File: config.mk
export PLATFORM = sky130hd
export DESIGN_NAME = line_maint_engine
export DESIGN_NICKNAME = d
export VERILOG_FILES = /design/src/rtl/lme_pkg.sv /design/src/rtl/lme_start_regs.sv /design/src/rtl/lme_range_check.sv /design/src/rtl/lme_walker.sv /design/src/rtl/line_maint_engine.sv
export SDC_FILE = /design/constraint.sdc
export NUM_CORES = 1
export LEC_CHECK = 0
export ABC_AREA = 1
export ABC_CLOCK_PERIOD_IN_PS = 4700
export BUFFER_PORTS_ARGS = -buffer_cell sky130_fd_sc_hd__clkbuf_2
export CAP_MARGIN = 15
export CORE_UTILIZATION = 55
export CTS_CLUSTER_SIZE = 40
export DETAILED_ROUTE_END_ITERATION = 8
export GPL_ROUTABILITY_DRIVEN = 0
export PLACE_DENSITY_LB_ADDON = 0.08
export SLEW_MARGIN = 25
export SYNTH_ARGS = -nofsm -noshare
export SYNTH_HDL_FRONTEND = slang
export SYNTH_HIERARCHICAL = 1
export SYNTH_SLANG_ARGS = --single-unit
File: constraint.sdc
create_clock -name clk -period 4.7 [get_ports clk]
set_clock_uncertainty 0.15 [all_clocks]
set_input_delay 0.94 -clock clk [delete_from_list [all_inputs] [get_ports clk]]
set_output_delay 0.94 -clock clk [all_outputs]
set_load 0.03 [all_outputs]
File: src/rtl/lme_pkg.sv
package lme_pkg;

    localparam int LINE_LG = 5;
    localparam int PAGE_LG = 12;
    localparam int N_RANGE = 2;

    typedef enum logic [2:0] {
        CMD_LINE_CLEAN  = 3'd0,
        CMD_LINE_INV    = 3'd1,
        CMD_LINE_CINV   = 3'd2,
        CMD_CLEAN_START = 3'd3,
        CMD_CLEAN_END   = 3'd4,
        CMD_INV_START   = 3'd5,
        CMD_INV_END     = 3'd6,
        CMD_NOP         = 3'd7
    } cmd_e;

    typedef enum logic [1:0] {
        OP_NONE  = 2'd0,
        OP_CLEAN = 2'd1,
        OP_INV   = 2'd2,
        OP_CINV  = 2'd3
    } op_e;

    typedef enum logic [1:0] {
        ST_IDLE  = 2'd0,
        ST_WALK  = 2'd1,
        ST_DRAIN = 2'd2
    } walk_st_e;

    typedef struct packed {
        logic known;
        logic is_line;
        logic is_start;
        logic is_end;
        logic rng;
        op_e  op;
    } dec_t;

    function automatic dec_t lme_decode(logic [2:0] code);
        dec_t d;
        d = '{known: 1'b1, is_line: 1'b0, is_start: 1'b0, is_end: 1'b0,
              rng: 1'b0, op: OP_NONE};
        case (cmd_e'(code))
            CMD_LINE_CLEAN:  begin d.is_line = 1'b1; d.op = OP_CLEAN; end
            CMD_LINE_INV:    begin d.is_line = 1'b1; d.op = OP_INV;   end
            CMD_LINE_CINV:   begin d.is_line = 1'b1; d.op = OP_CINV;  end
            CMD_CLEAN_START: begin d.is_start = 1'b1; d.rng = 1'b0; end
            CMD_CLEAN_END:   begin d.is_end = 1'b1; d.rng = 1'b0; d.op = OP_CLEAN; end
            CMD_INV_START:   begin d.is_start = 1'b1; d.rng = 1'b1; end
            CMD_INV_END:     begin d.is_end = 1'b1; d.rng = 1'b1; d.op = OP_INV; end
            default:         d.known = 1'b0;
        endcase
        return d;
    endfunction

endpackage

File: src/rtl/lme_start_regs.sv
module lme_start_regs #(
    parameter int LW    = 27,
    parameter int N_RNG = 2,
    localparam int IW   = (N_RNG > 1) ? $clog2(N_RNG) : 1
) (
    input  logic          clk,
    input  logic          rst,
    input  logic          wr_en,
    input  logic [IW-1:0] wr_idx,
    input  logic [LW-1:0] wr_line,
    input  logic [IW-1:0] rd_idx,
    output logic [LW-1:0] rd_line
);
    logic [LW-1:0] held [N_RNG];

    for (genvar g = 0; g < N_RNG; g++) begin : g_reg
        always_ff @(posedge clk) begin
            if (rst)
                held[g] <= '0;
            else if (wr_en && (wr_idx == IW'(g)))
                held[g] <= wr_line;
        end
    end

    assign rd_line = held[rd_idx];
endmodule

File: src/rtl/lme_range_check.sv
module lme_range_check #(
    parameter int LW    = 27,
    parameter int PG_SH = 7,
    localparam int PW   = LW - PG_SH
) (
    input  logic [LW-1:0] first_line,
    input  logic [LW-1:0] last_line,
    output logic          same_page,
    output logic          reversed
);
    logic [PW-1:0] pg_first, pg_last;

    always_comb begin
        pg_first  = first_line[LW-1:PG_SH];
        pg_last   = last_line[LW-1:PG_SH];
        same_page = (pg_first == pg_last);
        reversed  = (last_line < first_line);
    end
endmodule

File: src/rtl/lme_walker.sv
module lme_walker
    import lme_pkg::*;
#(
    parameter int LW = 27
) (
    input  logic          clk,
    input  logic          rst,
    input  logic          launch,
    input  logic          launch_empty,
    input  logic [LW-1:0] launch_first,
    input  logic [LW-1:0] launch_last,
    input  op_e           launch_op,
    input  logic          port_ready,
    output logic          busy,
    output logic          req_valid,
    output logic [LW-1:0] req_line,
    output op_e           req_op
);
    walk_st_e      st;
    logic [LW-1:0] cur, stop;
    op_e           op_q;

    always_ff @(posedge clk) begin
        if (rst) begin
            st   <= ST_IDLE;
            cur  <= '0;
            stop <= '0;
            op_q <= OP_NONE;
        end else begin
            case (st)
                ST_IDLE: begin
                    if (launch) begin
                        cur  <= launch_first;
                        stop <= launch_last;
                        op_q <= launch_op;
                        st   <= launch_empty ? ST_DRAIN : ST_WALK;
                    end
                end
                ST_WALK: begin
                    if (port_ready) begin
                        if (cur == stop)
                            st <= ST_IDLE;
                        else
                            cur <= cur + LW'(1);
                    end
                end
                default: st <= ST_IDLE;
            endcase
        end
    end

    assign busy      = (st != ST_IDLE);
    assign req_valid = (st == ST_WALK);
    assign req_line  = cur;
    assign req_op    = op_q;
endmodule

File: src/rtl/line_maint_engine.sv
module line_maint_engine
    import lme_pkg::*;
#(
    parameter int ADDR_W = 32,
    localparam int LW    = ADDR_W - LINE_LG,
    localparam int PG_SH = PAGE_LG - LINE_LG
) (
    input  logic              clk,
    input  logic              rst,
    input  logic              cmd_valid,
    input  logic [2:0]        cmd_code,
    input  logic [ADDR_W-1:0] cmd_addr,
    output logic              busy,
    output logic              err,
    output logic              tag_req_valid,
    output logic [1:0]        tag_req_op,
    output logic [ADDR_W-1:0] tag_req_addr,
    input  logic              tag_req_ready
);
    dec_t          dec;
    logic          accept;
    logic [LW-1:0] cmd_line, start_line, req_line;
    logic          same_page, reversed;
    logic          launch, launch_empty;
    logic [LW-1:0] launch_first;
    op_e           req_op;

    assign dec      = lme_decode(cmd_code);
    assign accept   = cmd_valid && !busy;
    assign cmd_line = cmd_addr[ADDR_W-1:LINE_LG];

    lme_start_regs #(.LW(LW), .N_RNG(N_RANGE)) u_start (
        .clk     (clk),
        .rst     (rst),
        .wr_en   (accept && dec.is_start),
        .wr_idx  (dec.rng),
        .wr_line (cmd_line),
        .rd_idx  (dec.rng),
        .rd_line (start_line)
    );

    lme_range_check #(.LW(LW), .PG_SH(PG_SH)) u_chk_rng (
        .first_line (start_line),
        .last_line  (cmd_line),
        .same_page  (same_page),
        .reversed   (reversed)
    );

    always_comb begin
        launch       = accept && (dec.is_line || (dec.is_end && same_page));
        launch_empty = dec.is_end && reversed;
        launch_first = dec.is_line ? cmd_line : start_line;
    end

    lme_walker #(.LW(LW)) u_walk (
        .clk          (clk),
        .rst          (rst),
        .launch       (launch),
        .launch_empty (launch_empty),
        .launch_first (launch_first),
        .launch_last  (cmd_line),
        .launch_op    (dec.op),
        .port_ready   (tag_req_ready),
        .busy         (busy),
        .req_valid    (tag_req_valid),
        .req_line     (req_line),
        .req_op       (req_op)
    );

    always_ff @(posedge clk) begin
        if (rst)
            err <= 1'b0;
        else if (accept && dec.known)
            err <= dec.is_end && !same_page;
    end

    assign tag_req_addr = {req_line, {LINE_LG{1'b0}}};
    assign tag_req_op   = req_op;
endmodule

* After elaboration in Yosys (flattened, before gate mapping)
Memory sizes are Yosys's and may differ from the RTL's.
Index checks and enable logic that the tools add are counted.
** Word-level totals
- Memory bits (writable) :: 54
- Latch bits :: 0
- Output and inout port bits :: 37
- Bits in read-only memories :: 0
- Memories :: 1
- Register bits after elaboration :: 59
** Cells by class
- Order comparisons :: 1
- Bitwise operators :: 3
- Multiplexer cells :: 26
- Add/subtract/negate cells :: 1
- Multipliers :: 0
- Shift operators :: 0
- Equality and inequality tests :: 13
- Reductions and logical operators :: 26
- Div/mod/pow operators :: 0
** Memories
- u_start.held :: words 2, bits a word 27, read ports 1, clocked after Yosys merged registers in 0, wr ports 2, RTL line lme_start_regs.sv:14 : logic [LW-1:0] held [N_RNG];
** Operators by type and width (number)
- 2-to-1 mux 27 bit :: 6
- one-hot mux 27 bit (2 select lines) :: 1
- adder 27 x 1 -> 27 bit (second input constant) :: 1
- equality test 27 bit :: 1
- less-than comparator 27 bit :: 1
- equality test 20 bit :: 1
- 2-to-1 mux 1 bit :: 13
- OR reduction 2 bit :: 5
- equality test 3 bit (second input constant) :: 3
- logical AND 1 bit :: 9
- 2-to-1 mux 2 bit :: 4
- OR reduction 7 bit :: 1
- equality test 3 x 2 -> 1 bit (second input constant) :: 2
- one-hot mux 2 bit (3 select lines) :: 1
- != test 2 x 1 -> 1 bit (second input constant) :: 2
- != test 2 bit (second input constant) :: 2
- one-hot mux 2 bit (2 select lines) :: 1
- AND reduction 4 bit :: 1
- nonzero test 2 bit :: 2
- equality test 3 x 1 -> 1 bit (second input constant) :: 1
- logical NOT 3 bit :: 1
- AND reduction 3 bit :: 1
- OR reduction 3 bit :: 1
- equality test 2 x 1 -> 1 bit (second input constant) :: 1
- 6 further kinds :: 8

* Depth between registers and ports, before layout
An unclocked memory read counts as a cell.
- Depth after elaboration :: 10
- Mapped depth :: 24
- Depth with buffers taken out :: 22

* Cells and area by module
Netlist, hierarchy kept.
** Modules (own cells, without submodules)
- lme_walker :: sequential area each 1161.1 µm², area an instance 3677.3 µm², times used 1, cells each 604
- lme_start_regs :: sequential area each 1621.6 µm², area an instance 2359.8 µm², times used 1, cells each 233
- lme_range_check :: sequential area each 0.0 µm², area an instance 764.5 µm², times used 1, cells each 130
- line_maint_engine :: sequential area each 20.0 µm², area an instance 548.0 µm², times used 1, cells each 123

* Worst setup path before layout
OpenSTA, ideal clock, no wires.
- Path kind :: input port to flip-flop
- From :: input port cmd_code[1]
- To :: memory u_start.held[0][0], enable pin
- Stages on the path :: 7
- Data required time :: 4101 ps
- Path slack :: 481 ps
- Buffers on the path :: 1
- Data arrival time :: 3620 ps
- Path through :: nand2_1 inv_2 nor2_4 buf_6 nor3_1 inv_1 o21ai_0
** RTL lines
- from (decl) :: RTL line line_maint_engine.sv:11 : input logic [2:0] cmd_code,
- to (decl) :: RTL line lme_start_regs.sv:14

==> results.toml <==
[drt]
wl_met1_um = 8760
route.detailed.drc = 0
wl_um = 17900
met3RoutedLength_um = 945
avgRoutedWirePerCell_um = 13.5
vias_per_cell = 4.96
top_layer_used = "met4"
dr.first_iter.drc_count = 437
postRouteAntennaNets = 0
first_pass_iters = 5
route.met2.wl_um = 7830
num_vias = 6612

[synth]
ys_seq_area_share_pct = 38.1
synth-edff-count = 54
async_flop_share_pct = 0
synth_top_family_by_area = "simple AND/OR/NAND/NOR gates"
yosys.area_share.adder_pct = 4.60
synth-xor-area-share_pct = 3.22
ys_warn_count = 6
syn_avg_cell_area_um2 = 6.74
synthSimpleGateAreaFrac_pct = 33.9
syn_inst = 1090
yosysUniqueCellTypes = 39
ys.flop_type = "dfxtp_1"
synthesis.area_um2 = 7350
synth-seq-cells = 113
synth_compound_area_share_pct = 7.75
synthMuxAreaShare_pct = 0

[setup_path]
cp-end-kind = "flip-flop"
startpoint_type = "input port"
r2r_setup_slack_ps = 1540
startpoint = "cmd_code[2]"
arrival_ps = 4220
critPathMaxFanout = 57
worstPathRequired_ps = 4900
path_class = "in -> reg"
reg2reg_from = "u_start/held[0][23]"

[placed_design]
numPortBuffers = 65
dpl_worst_slack_ps = 301
dp_hpwl_um = 13200

[clock_network]
numCtsBuffers = 17
cts_tree = "built"
cts_buffer_depth = 2
clock_sinks = 113
hold_buffers = 0
post_cts_resize_count = 0
clk-insertion-delay-late_ps = 410
cts.clk_slew.worst_paths_ps = 50
cts_setup_buffers = 0
cts-root-buf = "clkbuf_16"
htree_levels = 4

[global_route]
grt_pass1_wl_um = 30400
grt_usage_pct = 27.9
antenna_found_initial = 0
grt_max_degree = 58
grt_remaining_overflow = 0
grt_pass1_vias = 6118

[power]
leakagePower_nw = 4.04
peakVddDrop_uv = 289
total_power_mw = 3.09
power_density_nw_per_um2 = 372

[timing]
fmax_mhz = 249
final_hold_viol_count = 0
worst_slack_ps = 679
rsz0062_at_grt = "no"
finalCriticalPeriod_ps = 4020
setup-violations-final = 0
tightest_slew_ps = 759
fin_crit_sh_pct = 85.5
slew_headroom_pct = 49.4
tns_ps = 0
slew_viol_final = 0

[finish]
area_growth_pct = 13.1
layout_common_cells = "nand2_1, nor2_1, inv_1, clkbuf_2, o21ai_0"
layout.nets = 1213
antenna_cells = 0
post-route-util_pct = 64.8
layout_commonest_cell = "nand2_1"
drive_above_1_share_pct = 12.4

[job]
drv_cap = 0

[floorplan]
dieArea_um2 = 13800
rows = 41
io-pin-count = 76
fp.dieH_um = 118
initial_core_util_pct = 57.3
die_w_um = 118
core_um2 = 12800

[hold_path]
holdCritStartpoint = "u_walk/stop[3]"
hp-class = "reg -> reg"

[run_status]
status = "finished, final reports clean"
## cells in the mapped netlist (all sizes together) (6+ instances only)
cell | count | area share (%)
nand2 | 353 | 18
nand4 | 8 | 0.85
dfxtp | 59 | 16
nor2 | 214 | 11
nand3 | 29 | 2.3
a21oi | 26 | 2.2
o21ai | 68 | 4.6
clkbuf | 14 | 1.0
o31ai | 6 | 0.61
edfxtp | 54 | 22
buf | 28 | 3.0
ha | 27 | 4.6
xnor2 | 22 | 2.6
inv | 162 | 8.3
## flip-flops by register name, indices dropped and copies added (netlist names)
signal / count
u_walk/stop: 27
u_walk/st: 2
u_walk/req_line: 27
u_walk/req_op: 2
u_start/held: 54
err: 1
## stage by stage
| stage | instances | cell area [um2] | hold WS (ps) |
|---|---|---|---|
| 6_report | 1332 | 8310 | 319 |
| 5_1_grt | 1332 | 8310 | 333 |
| 4_1_cts | 1332 | 8310 | 323 |
| 3_5_place_dp | 1300 | 7720 | 314 |
| 3_3_place_gp | 1300 | 7720 | 306 |
| 2_1_floorplan | 1094 | 7360 | 294 |
## cells by family (layout without fill, tap and decap cells)
family,count (synthesis),after routing
xor gates and xnor gates,27,27
other,1,5
DFF,113,113
buffers and inverters,204,270
and+or+nand+nor,615,615
adders and majority gates,27,27
AOI/OAI and AO/OA,103,103
## report_power, final
part | switching, mW | total, mW | leakage, nW | internal (mW)
clock network | 0.429 | 1.27 | 0.293 | 0.841
registers | 0.0746 | 1.18 | 1.05 | 1.11
logic | 0.424 | 0.635 | 2.70 | 0.211
## worst max-delay path: stages
cell and delay (ps):
clkbuf_2 160, inv_1 80, nor3_2 260, buf_12 260, nand2_1 70, o21ai_0 140, inv_1 80, ha_1 300
nand2_1 70, nor2_2 140, nand4_2 120, nor3_1 240, nand2_1 90, a21oi_1 200, nor2_1 90, inv_1 50
o21ai_1 90, nor2_2 180, nand2_4 300, inv_1 180, nor2_1 50, nor2_1 100
## cell type report
class / count / area [um2]
tap: 172 / 215
clock inverter: 3 / 40.0
timing repair buffer: 76 / 420
multi-input combinational: 777 / 3670
clock buffer: 29 / 552
sequential: 113 / 2800
inverter: 162 / 611
fill: 1222 / 4510
## metal layers
metal / up-vias / global-route usage, %
met5: - / 0
met3: 32 / 5.38
met2: 204 / 42.7
li1: 3460 / -
met4: 0 / 9.54
met1: 2916 / 39.3
## path summary, 6_finish.rpt
kind / cells after the start / end
setup / recovery: 22 / u_walk/req_line[0]
hold / removal: 2 / u_walk/stop[3]
setup reg to reg: 18 / u_walk/req_line[0]
hold reg to reg: 2 / u_walk/stop[3]
Note: power is estimated with default switching activity, not from simulation.
